$ cat src/rtl/mdio_pkg.sv
package mdio_pkg;
  localparam int FRAME_LEN   = 64;
  localparam int CNT_W       = 6;
  localparam int DRIVEN_RD   = 46;
  localparam int DATA_FIRST  = 48;
  localparam logic [1:0] SOF      = 2'b01;
  localparam logic [1:0] OP_WRITE = 2'b01;
  localparam logic [1:0] OP_READ  = 2'b10;
  localparam logic [1:0] TA_WRITE = 2'b10;

  typedef struct packed {
    logic [4:0] phy;
    logic [4:0] idx;
    logic       wr;
  } mdio_cmd_t;
endpackage

$ cat src/rtl/mdio_clk_gen.sv
module mdio_clk_gen #(
  parameter int CLK_DIV = 20
) (
  input  logic clk,
  input  logic rst_n,
  input  logic run,
  output logic mdc,
  output logic rise_tick,
  output logic fall_tick
);
  localparam int HALF = CLK_DIV / 2;
  localparam int CW   = (HALF > 1) ? $clog2(HALF) : 1;

  logic [CW-1:0] cnt_q, cnt_d;
  logic          mdc_q, mdc_d;
  logic          tick;

  always_comb begin
    tick  = run && (cnt_q == CW'(HALF - 1));
    cnt_d = cnt_q;
    mdc_d = mdc_q;
    if (!run) begin
      cnt_d = '0;
      mdc_d = 1'b0;
    end else if (tick) begin
      cnt_d = '0;
      mdc_d = ~mdc_q;
    end else begin
      cnt_d = cnt_q + 1'b1;
    end
  end

  always_ff @(posedge clk or negedge rst_n) begin
    if (!rst_n) begin
      cnt_q <= '0;
      mdc_q <= 1'b0;
    end else begin
      cnt_q <= cnt_d;
      mdc_q <= mdc_d;
    end
  end

  assign mdc       = mdc_q;
  assign rise_tick = tick && !mdc_q;
  assign fall_tick = tick && mdc_q;
endmodule

$ cat src/rtl/mdio_frame_eng.sv
module mdio_frame_eng
  import mdio_pkg::*;
(
  input  logic             clk,
  input  logic             rst_n,
  input  logic             start,
  input  mdio_cmd_t        cmd,
  input  logic [15:0]      wdata,
  input  logic             rise_tick,
  input  logic             fall_tick,
  input  logic             mdio_i,
  output logic             active,
  output logic             done,
  output logic [15:0]      rdata,
  output logic             mdio_o,
  output logic             mdio_oe
);
  logic                 active_q, active_d;
  logic [CNT_W-1:0]     cnt_q, cnt_d;
  logic [FRAME_LEN-1:0] tx_q, tx_d;
  logic                 wr_q, wr_d;
  logic [15:0]          rx_q, rx_d;
  logic                 last_bit;

  always_comb begin
    active_d = active_q;
    cnt_d    = cnt_q;
    tx_d     = tx_q;
    wr_d     = wr_q;
    rx_d     = rx_q;
    last_bit = (cnt_q == CNT_W'(FRAME_LEN - 1));
    done     = active_q && fall_tick && last_bit;
    if (!active_q) begin
      if (start) begin
        active_d = 1'b1;
        cnt_d    = '0;
        wr_d     = cmd.wr;
        rx_d     = '0;
        if (cmd.wr)
          tx_d = {32'hFFFF_FFFF, SOF, OP_WRITE, cmd.phy, cmd.idx, TA_WRITE, wdata};
        else
          tx_d = {32'hFFFF_FFFF, SOF, OP_READ, cmd.phy, cmd.idx, 18'h3FFFF};
      end
    end else begin
      if (fall_tick) begin
        if (last_bit) begin
          active_d = 1'b0;
        end else begin
          cnt_d = cnt_q + 1'b1;
          tx_d  = {tx_q[FRAME_LEN-2:0], 1'b1};
        end
      end
      if (rise_tick && !wr_q && (cnt_q >= CNT_W'(DATA_FIRST)))
        rx_d = {rx_q[14:0], mdio_i};
    end
  end

  always_ff @(posedge clk or negedge rst_n) begin
    if (!rst_n) begin
      active_q <= 1'b0;
      cnt_q    <= '0;
      tx_q     <= '0;
      wr_q     <= 1'b0;
      rx_q     <= '0;
    end else begin
      active_q <= active_d;
      cnt_q    <= cnt_d;
      tx_q     <= tx_d;
      wr_q     <= wr_d;
      rx_q     <= rx_d;
    end
  end

  assign active  = active_q;
  assign rdata   = rx_q;
  assign mdio_o  = active_q && tx_q[FRAME_LEN-1];
  assign mdio_oe = active_q && (wr_q || (cnt_q < CNT_W'(DRIVEN_RD)));
endmodule

$ cat src/rtl/mdio_acc_regs.sv
module mdio_acc_regs
  import mdio_pkg::*;
(
  input  logic        clk,
  input  logic        rst_n,
  input  logic        host_wr_en,
  input  logic        host_sel,
  input  logic [31:0] host_wdata,
  input  logic        done,
  input  logic [15:0] rdata,
  output mdio_cmd_t   cmd,
  output mdio_cmd_t   start_cmd,
  output logic        busy,
  output logic [15:0] data,
  output logic        start
);
  mdio_cmd_t   cmd_q, cmd_d;
  logic        busy_q, busy_d;
  logic [15:0] data_q, data_d;
  logic        unused_bits;

  assign unused_bits = ^{host_wdata[31:16], host_wdata[5:2]};

  always_comb begin
    start_cmd.phy = host_wdata[15:11];
    start_cmd.idx = host_wdata[10:6];
    start_cmd.wr  = host_wdata[1];
    start         = host_wr_en && !host_sel && !busy_q && host_wdata[0];
    cmd_d  = cmd_q;
    busy_d = busy_q;
    data_d = data_q;
    if (busy_q) begin
      if (done) begin
        busy_d = 1'b0;
        if (!cmd_q.wr) data_d = rdata;
      end
    end else if (host_wr_en) begin
      if (host_sel) begin
        data_d = host_wdata[15:0];
      end else begin
        cmd_d  = start_cmd;
        busy_d = host_wdata[0];
      end
    end
  end

  always_ff @(posedge clk or negedge rst_n) begin
    if (!rst_n) begin
      cmd_q  <= '0;
      busy_q <= 1'b0;
      data_q <= '0;
    end else begin
      cmd_q  <= cmd_d;
      busy_q <= busy_d;
      data_q <= data_d;
    end
  end

  assign cmd  = cmd_q;
  assign busy = busy_q;
  assign data = data_q;
endmodule

$ cat src/rtl/mdio_mgmt_ctrl.sv
module mdio_mgmt_ctrl
  import mdio_pkg::*;
#(
  parameter int CLK_DIV = 20
) (
  input  logic        clk,
  input  logic        rst_n,
  input  logic        host_wr_en,
  input  logic        host_sel,
  input  logic [31:0] host_wdata,
  output logic [31:0] acc_rdata,
  output logic [31:0] data_rdata,
  output logic        mdc,
  input  logic        mdio_i,
  output logic        mdio_o,
  output logic        mdio_oe
);
  logic [1:0]  rst_sync_q;
  logic        rst_int_n;
  mdio_cmd_t   cmd, start_cmd;
  logic        busy, start, done, active;
  logic [15:0] data, rdata;
  logic        rise_tick, fall_tick;

  always_ff @(posedge clk or negedge rst_n) begin
    if (!rst_n) rst_sync_q <= 2'b00;
    else        rst_sync_q <= {rst_sync_q[0], 1'b1};
  end
  assign rst_int_n = rst_sync_q[1];

  mdio_acc_regs u_regs (
    .clk        (clk),
    .rst_n      (rst_int_n),
    .host_wr_en (host_wr_en),
    .host_sel   (host_sel),
    .host_wdata (host_wdata),
    .done       (done),
    .rdata      (rdata),
    .cmd        (cmd),
    .start_cmd  (start_cmd),
    .busy       (busy),
    .data       (data),
    .start      (start)
  );

  mdio_clk_gen #(.CLK_DIV(CLK_DIV)) u_clk (
    .clk       (clk),
    .rst_n     (rst_int_n),
    .run       (active),
    .mdc       (mdc),
    .rise_tick (rise_tick),
    .fall_tick (fall_tick)
  );

  mdio_frame_eng u_eng (
    .clk       (clk),
    .rst_n     (rst_int_n),
    .start     (start),
    .cmd       (start_cmd),
    .wdata     (data),
    .rise_tick (rise_tick),
    .fall_tick (fall_tick),
    .mdio_i    (mdio_i),
    .active    (active),
    .done      (done),
    .rdata     (rdata),
    .mdio_o    (mdio_o),
    .mdio_oe   (mdio_oe)
  );

  assign acc_rdata  = {16'h0000, cmd.phy, cmd.idx, 4'h0, cmd.wr, busy};
  assign data_rdata = {16'h0000, data};
endmodule

$ cat config.mk
export PLATFORM = sky130hd
export DESIGN_NAME = mdio_mgmt_ctrl
export DESIGN_NICKNAME = d
export VERILOG_FILES = /design/src/rtl/mdio_pkg.sv /design/src/rtl/mdio_clk_gen.sv /design/src/rtl/mdio_frame_eng.sv /design/src/rtl/mdio_acc_regs.sv /design/src/rtl/mdio_mgmt_ctrl.sv
export SDC_FILE = /design/constraint.sdc
export NUM_CORES = 1
export LEC_CHECK = 0
export ABC_AREA = 1
export BUFFER_PORTS_ARGS = -buffer_cell sky130_fd_sc_hd__buf_2
export CORE_UTILIZATION = 35
export DETAILED_ROUTE_END_ITERATION = 12
export PLACE_DENSITY_LB_ADDON = 0.25
export RECOVER_POWER = 100
export SLEW_MARGIN = 0
export SYNTH_ARGS = -nofsm -noshare
export SYNTH_HDL_FRONTEND = slang
export SYNTH_HIERARCHICAL = 1
export SYNTH_SLANG_ARGS = --single-unit
$ cat constraint.sdc
create_clock -name clk -period 9.3 [get_ports clk]
set_input_delay 0.93 -clock clk [delete_from_list [all_inputs] [get_ports clk]]
set_output_delay 0.93 -clock clk [all_outputs]
set_load 0.03 [all_outputs]
Word-level counts from Yosys, hierarchy flattened
Cells that the tools add are included.
{"block": "op_classes", "n_lt_le_gt_ge": 2, "add_sub_neg": 2, "mux": 29, "n_reduce_logical": 25, "bitwise": 4, "eq_ne": 8}
{"op": "$mux 64", "n": 4}
{"op": "$mux 16", "n": 8}
{"op": "$mux 30", "n": 1}
{"op": "$mux 6", "n": 4}
{"op": "$logic_and 1x1->1", "n": 12}
{"op": "$mux 1", "n": 10}
{"op": "$mux 4", "n": 2}
{"op": "$ne 2x2->1 const B", "n": 4}
{"op": "$add 6x1->6 const B", "n": 1}
{"op": "$eq 6x6->1 const B", "n": 1}
{"op": "$ge 6x6->1 const B", "n": 1}
{"op": "$lt 6x6->1 const B", "n": 1}
{"op": "$reduce_and 3->1", "n": 2}
{"op": "$reduce_bool 2->1", "n": 3}
{"op": "$add 4x1->4 const B", "n": 1}
{"op": "$eq 4x4->1 const B", "n": 1}
{"op": "$logic_not 1->1", "n": 4}
{"op": "$ne 2x1->1 const B", "n": 2}
{"op": "$not 1->1", "n": 4}
{"op": "$reduce_and 2->1", "n": 2}
{"op": "$reduce_and 4->1", "n": 1}
{"op": "$logic_or 1x1->1", "n": 1}
{"block": "word_totals", "in_bits": 37, "output_inout_bits": 67, "wordCells": 83, "register_bits": 123}

Depth between registers and ports, before layout
Gate-level depths: netlist (run 1).
{"block": "logic_depth", "word_depth": 7, "ltp_mapped": 12, "depth_no_buf": 11}

Hierarchy
Netlist (run 1), hierarchy kept.
{"mod": "mdio_frame_eng", "area_per_inst_um2": 3768.6, "seq_area_each_um2": 2202.1, "cells_per_inst": 421, "n_inst": 1}
{"mod": "mdio_acc_regs", "area_per_inst_um2": 1438.9, "seq_area_each_um2": 700.7, "cells_per_inst": 188, "n_inst": 1}
{"mod": "mdio_mgmt_ctrl", "area_per_inst_um2": 335.3, "seq_area_each_um2": 50.0, "cells_per_inst": 41, "n_inst": 1}
{"mod": "mdio_clk_gen", "area_per_inst_um2": 246.5, "seq_area_each_um2": 125.1, "cells_per_inst": 27, "n_inst": 1}

Worst setup path before layout (run 1)
OpenSTA, ideal clock, no wires.
{"block": "synth_path", "kind": "reg-to-output", "from": "register u_eng.active_q (netlist: u_eng/active)", "to": "output mdio_oe", "stages_incl_launch_ff": 5, "setup_slack_ns": 6.842, "n_path_buf": 2, "t_arrival_ns": 1.528, "required_ns": 8.370, "path_cell_list": "dfrtp_1 buf_4 inv_2 clkbuf_1 nor3_1"}
{"block": "synth_via", "elab_chain_len": 1}
{"element": "from (decl)", "line_no": "mdio_frame_eng.sv:18", "text": "logic active_q, active_d;"}
{"element": "from (signal assigned)", "line_no": "mdio_frame_eng.sv:66", "text": "active_q <= active_d;"}
{"element": "$logic_and 1x1->1", "line_no": "mdio_frame_eng.sv:77", "text": "assign mdio_oe = active_q && (wr_q || (cnt_q < CNT_W'(DRIVEN_RD)));"}
{"element": "to (decl)", "line_no": "mdio_mgmt_ctrl.sv:16", "text": "output logic mdio_oe"}
No other way between the ends.

==> results.cfg, run 1 <==
[critical_path]
path_buf_inv = 1
worstPathRequired_ps = 8940
critPathMaxFanout = 73
cp.arrival_ps = 4880
crit_chain = clkbuf_1
worstSetupEndpointType = asynchronous set/reset pin
critPathKind = reg -> async
crit_path_top_delay_cell = clkbuf_1
slowest_delay_ps = 2750
critPathTopFamily = buffers and inverters
start_kind = flop

[global_routing]
grt_antenna_before_repair = 0
grt_pass1_vias = 4150
gr-total-overflow = 0
grt_start_max_net_pins = 74
grt_pass1_wl_um = 20300
grt_usage_pct = 15.4

[clock_network]
post_cts.repair.setup_buffers = 0
ctsHoldBuffers = 0
cts_buffer_depth = 2
clkSinkCount = 123
clkTransAtPathRegs_ps = 50
cts_tree = done
insertion_delay_ps = 410
cts_resized = 0
cts-root-buf = clkbuf_16
numCtsBuffers = 17
htree_levels = 4

[detailed_routing]
routed_via_density = 4.61
wl_um = 11900
routedWlPerCell_um = 12.7
antenna_left = 0
drtPass1Iterations = 5
vias = 4297
drc = 0
drt-initial-drc-count = 195

[placement]
post-dp-hpwl_um = 7940
io_buffers = 51
dpl-instance-area_um2 = 5870
globalplace.congestion = 0.793

[synthesis]
synthAdderAreaFrac_pct = 0.648
syn_inst = 677
synth_top_family_by_area = simple AND/OR/NAND/NOR gates
syn_area_um2 = 5790
synth_xor_xnor_area_share_pct = 0.303
ys_ff_latch = 123
synthMuxAreaShare_pct = 0
syn_area_per_cell_um2 = 8.55
yosysWarningCount = 6
synth_cell_types = 30
synth_compound_area_share_pct = 8.54
synthSimpleGateAreaFrac_pct = 24.1
ys_seq_area_share_pct = 53.2

[timing]
slew_viol_final = 246
max_freq_ghz = 0.191
finalCriticalPeriod_ps = 5240
hold_violations = 0
setup_viol = 0
skew_ps = 9.01
rsz0062_at_grt = no
relSlewSlack_pct = -154
tns_ps = 0
worstMarginPinSlew_ps = 3800
fin_crit_sh_pct = 56.3

[finish]
finalInstanceArea_um2 = 6370
antennaDiodeCount = 0
final_nets = 744
final_cell_mix = nand2_1, dfrtp_1, nor2_1
layout-drive-gt1-share_pct = 9.34
fill_cells = 1665
layout.cells.most_common = nand2_1
multiInputGateArea_um2 = 2040
final-seq-area_um2 = 3080
area_growth_pct = 10.0

[run_status]
outcome = complete, but fails checks
violations = capacitance limit, slew limit

[min_path]
hold_class = in -> async

[pwr]
netSwitchingFraction_pct = 22.3
leakagePower_nw = 3.04
p_int_mw = 0.958
ir_drop_mv = 0.147
switchingPower_mw = 0.275
clockPowerShare_pct = 52.3
p_seq_share_pct = 44.0
power_density_nw_per_um2 = 194
p_comb_share_pct = 3.7

[floorplan]
die_y_um = 131
rows = 46
die_x_um = 131
start_util_pct = 36.2
io-pin-count = 104
dieArea_um2 = 17100
coreArea_um2 = 16000

[flow_run]
drv_cap = 5
-- area by class of cell --
cell class                 instances  area share [%]
clock inverter                    11            1.87
inverter                          46            2.71
tap                              216            4.24
clock buffer                      21            7.39
sequential                       123            48.3
multi-input combinational        464            32.0
timing repair buffer              52            3.46
-- path summary, 6_finish.rpt --
path | from | to | slack (ps) | depth (start not counted)
max | rst_sync_q[1] | u_eng/tx_q[6] | 4060 | 1
min reg2reg | rst_sync_q[0] | rst_sync_q[1] | 350 | 0
max in group clk | u_regs/busy | u_eng/cnt_q[5] | 4310 | 7
min | rst_n | rst_sync_q[0] | 290 | 1
min in group clk | rst_sync_q[0] | rst_sync_q[1] | 350 | 0
max reg2reg | rst_sync_q[1] | u_eng/tx_q[6] | 4060 | 1
-- power groups by stage --
stage / clock, mW / combinational [mW] / sequential [mW]
CTS: 0.661 / 0.0466 / 0.543
finish: 0.645 / 0.0453 / 0.543
detailed placement: 0 / 0.0466 / 0.553
floorplan: 0 / 0.0404 / 0.560
global placement: 0 / 0.0463 / 0.553
global route: 0.687 / 0.0509 / 0.544
-- flip-flops by register name, indices dropped and copies added (netlist names) --
name and cells:
u_eng/tx_q 64, rst_sync_q 2, u_eng/wr_q 1, u_eng/rdata 16
u_eng/active 1, u_regs/cmd 11, u_clk/cnt_q 4, u_clk/mdc 1
u_regs/busy 1, u_regs/data 16, u_eng/cnt_q 6
-- Yosys cell counts --
| library cell | n | area [um^2] |
|---|---|---|
| nand2_1 | 172 | 646 |
| dfrtp_1 | 123 | 3080 |
| nor2_1 | 106 | 398 |
| buf_4 | 54 | 405 |
| inv_1 | 42 | 158 |
| o21ai_0 | 40 | 200 |
| nand3_1 | 37 | 185 |
| o22ai_1 | 31 | 194 |
| buf_6 | 10 | 113 |
| buf_2 | 8 | 40.0 |
| nor2_2 | 8 | 50.1 |
| clkbuf_1 | 7 | 26.3 |
| o21ai_1 | 6 | 30.0 |
| nand2_2 | 5 | 31.3 |
| o21ai_2 | 5 | 43.8 |
| inv_2 | 4 | 15.0 |
| ha_1 | 3 | 37.5 |
| a21oi_1 | 2 | 10.0 |
| conb_1 | 2 | 7.51 |
| nand3_2 | 2 | 20.0 |
| a21oi_4 | 1 | 16.3 |
| nand2_4 | 1 | 11.3 |
| nand3b_1 | 1 | 7.51 |
| nand4_1 | 1 | 6.26 |
| nor2_4 | 1 | 11.3 |
| nor2_8 | 1 | 20.0 |
| nor3_1 | 1 | 5.00 |
| nor4_1 | 1 | 6.26 |
| xnor2_1 | 1 | 8.76 |
| xor2_1 | 1 | 8.76 |
-- metal layers --
metal	global-route usage (%)	part of all wire, %	wire length (um)
met3	4.48	5.1	601
met5	0	0	0
met2	23.9	47	5590
met4	5.75	1.2	140
met1	20.5	47	5530
-- logic make-up after synthesis --
| logic type | after synthesis |
|---|---|
| other | 2 |
| buffers and inverters | 125 |
| and+or+nand+nor | 337 |
| DFF | 123 |
| adders and majority gates | 3 |
| xor gates and xnor gates | 2 |
| AOI/OAI and AO/OA | 85 |
-- per-stage QoR --
step | instances | power (mW) | hold slack (ps) | utilization (%) | worst slack [ps]
floorplan | 712 | 0.600 | 331 | - | 5620
global placement | 901 | 0.599 | 338 | 36.7 | 5630
detailed placement | 901 | 0.599 | 337 | 36.7 | 5580
CTS | 933 | 1.25 | 273 | 40.4 | 5750
global route | 933 | 1.28 | 280 | 39.8 | 2830
finish | 933 | 1.23 | 295 | 39.8 | 4060
(Power assumes the default switching activity.)
==> run 2, diff against run 1 <==
==> constraint.sdc (replaced) <==
create_clock -name clk -period 4.3 [get_ports clk]
set_input_delay 0.43 -clock clk [delete_from_list [all_inputs] [get_ports clk]]
set_output_delay 0.43 -clock clk [all_outputs]
set_load 0.03 [all_outputs]
==> run 2 against run 1 <==
  * The flow still finishes with violations (capacitance limit, slew limit)
  * Final cell count increased by 0.43%
  * Via count shrank 0.12%
  * Die area unchanged
  * Clock power grew 130%
  * Critical endpoint is now u_regs/data[5]
  * Highest routed layer unchanged
==> results.cfg, run 2 (synthesized netlist as in run 1, its figures left out) <==
[finish]
finalInstanceArea_um2 = 6440
largest_reg_flops = 64
antennaDiodeCount = 0
layout-drive-gt1-share_pct = 9.99
final_util_pct = 40.3
final_nets = 750
final_cell_mix = nand2_1, dfrtp_1, nor2_1
layout.cells.most_common = nand2_1
fill_cells = 1661
area_growth_pct = 11.3
regMostFlops = u_eng/tx_q

[clock_network]
insertion_delay_ps = 410
cts_buffer_depth = 2
clkTransAtPathRegs_ps = 50
numCtsBuffers = 17
cts-root-buf = clkbuf_16
clkSinkCount = 123
cts_resized = 0
htree_levels = 4
cts_tree = done

[pwr]
switchingPower_mw = 0.575
ir_drop_mv = 0.250
p_comb_share_pct = 3.7
power_density_nw_per_um2 = 425
p_seq_share_pct = 42.8
leakagePower_nw = 3.10
clockPowerShare_pct = 53.5
power_mw = 2.74
netSwitchingFraction_pct = 21.0
p_int_mw = 2.17

[floorplan]
die_x_um = 131
dieArea_um2 = 17100
rows = 46
die_y_um = 131
coreArea_um2 = 16000
start_util_pct = 36.2
io-pin-count = 104

[critical_path]
setup.worst_path.start = u_clk/cnt_q[1]
worstPathRequired_ps = 4590
critPathKind = reg -> reg
cp.arrival_ps = 3780
start_kind = flop
r2r_start = u_clk/cnt_q[1]
worstSetupEndpointType = flop
critPathMaxFanout = 17

[detailed_routing]
wl_um = 11800
drc = 0
drtPass1Iterations = 5
routed_via_density = 4.58
routedWlPerCell_um = 12.6
vias = 4292
drt-initial-drc-count = 270
antenna_left = 0

[placement]
globalplace.congestion = 0.796
post-dp-hpwl_um = 8100
io_buffers = 51
dp_slack_ps = 1190
dpl-instance-area_um2 = 5910

[timing]
setup_viol = 0
max_freq_ghz = 0.286
hold_violations = 0
skew_ps = 4.95
fin_ws_ps = 803
slew_viol_final = 52
relSlewSlack_pct = -28.0
finalCriticalPeriod_ps = 3500
fin_crit_sh_pct = 81.3
worstMarginPinSlew_ps = 1900
tns_ps = 0
rsz0062_at_grt = no

[global_routing]
grt_start_max_net_pins = 57
grt_usage_pct = 15.5
grt_pass1_vias = 4087
gr-total-overflow = 0
grt_antenna_before_repair = 0
grt_pass1_wl_um = 20000

[min_path]
hold_class = in -> reg
hp-start = mdio_i

[run_status]
violations = capacitance limit, slew limit
outcome = complete, but fails checks

[flow_run]
drv_cap = 2
## run 2: cell types whose count changed in the layout (fill, tap and decap cells not counted), sizes merged
cell         change
buf              +5
clkinvlp         -4
bufinv           +2
dlygate4sd3      +1
## run 2: power by group through the flow
stage,Clock [mW],Sequential (mW),Combinational (mW)
after floorplan,0,1.21,0.0874
after global placement,0,1.19,0.104
after detailed placement,0,1.19,0.105
after CTS,1.50,1.17,0.106
after global routing,1.56,1.17,0.114
final,1.47,1.17,0.102
## run 2: layer usage
metal  vias to the layer above  routed length (um)  global-route usage, %
li1                       2122                   -                      -
met3                        12                 714                   5.58
met1                      2045                5300                   19.9
met5                         -                   0                      0
met2                       113                5620                   24.1
met4                         0                 148                   5.34
## run 2: area by class of cell
cell class	count	area, um^2	area share [%]
sequential	123	3080	47.8
inverter	46	173	2.68
clock inverter	9	145	2.25
clock buffer	21	460	7.15
timing repair buffer	58	264	4.10
multi-input combinational	464	2050	31.9
tap	216	270	4.19
## run 2: worst max-delay path, stage by stage, from the launching register on
cell	delay, ps
dfrtp_1	400
inv_1	70
ha_1	180
nand4_1	150
nor2_1	130
nand2_1	120
nor2_1	250
inv_1	60
o21ai_0	1430
nand2_4	350
nand2_1	160
nand2_1	70
## run 2: final timing paths
path	end	slack (ps)	depth (start not counted)
worst max-delay path	u_regs/data[5]	800	11
worst min-delay path	u_eng/rdata[0]	280	3
worst max register to register	u_regs/data[5]	800	11
worst min register to register	rst_sync_q[1]	350	0
max in group asynchronous	u_eng/rdata[2]	1520	1
min in group asynchronous	rst_sync_q[1]	330	2
## run 2: through the flow
step | instances | hold WS (ps)
floorplan | 712 | 134
detailed placement | 906 | 216
global placement | 906 | 216
finish | 937 | 281
CTS | 937 | 255
global route | 937 | 303
## run 2: what timing repair did
item,4_1_cts,5_1_grt
endpoints found under the hold margin,2,0
setup buffers,0,0
hold buffers,1,0
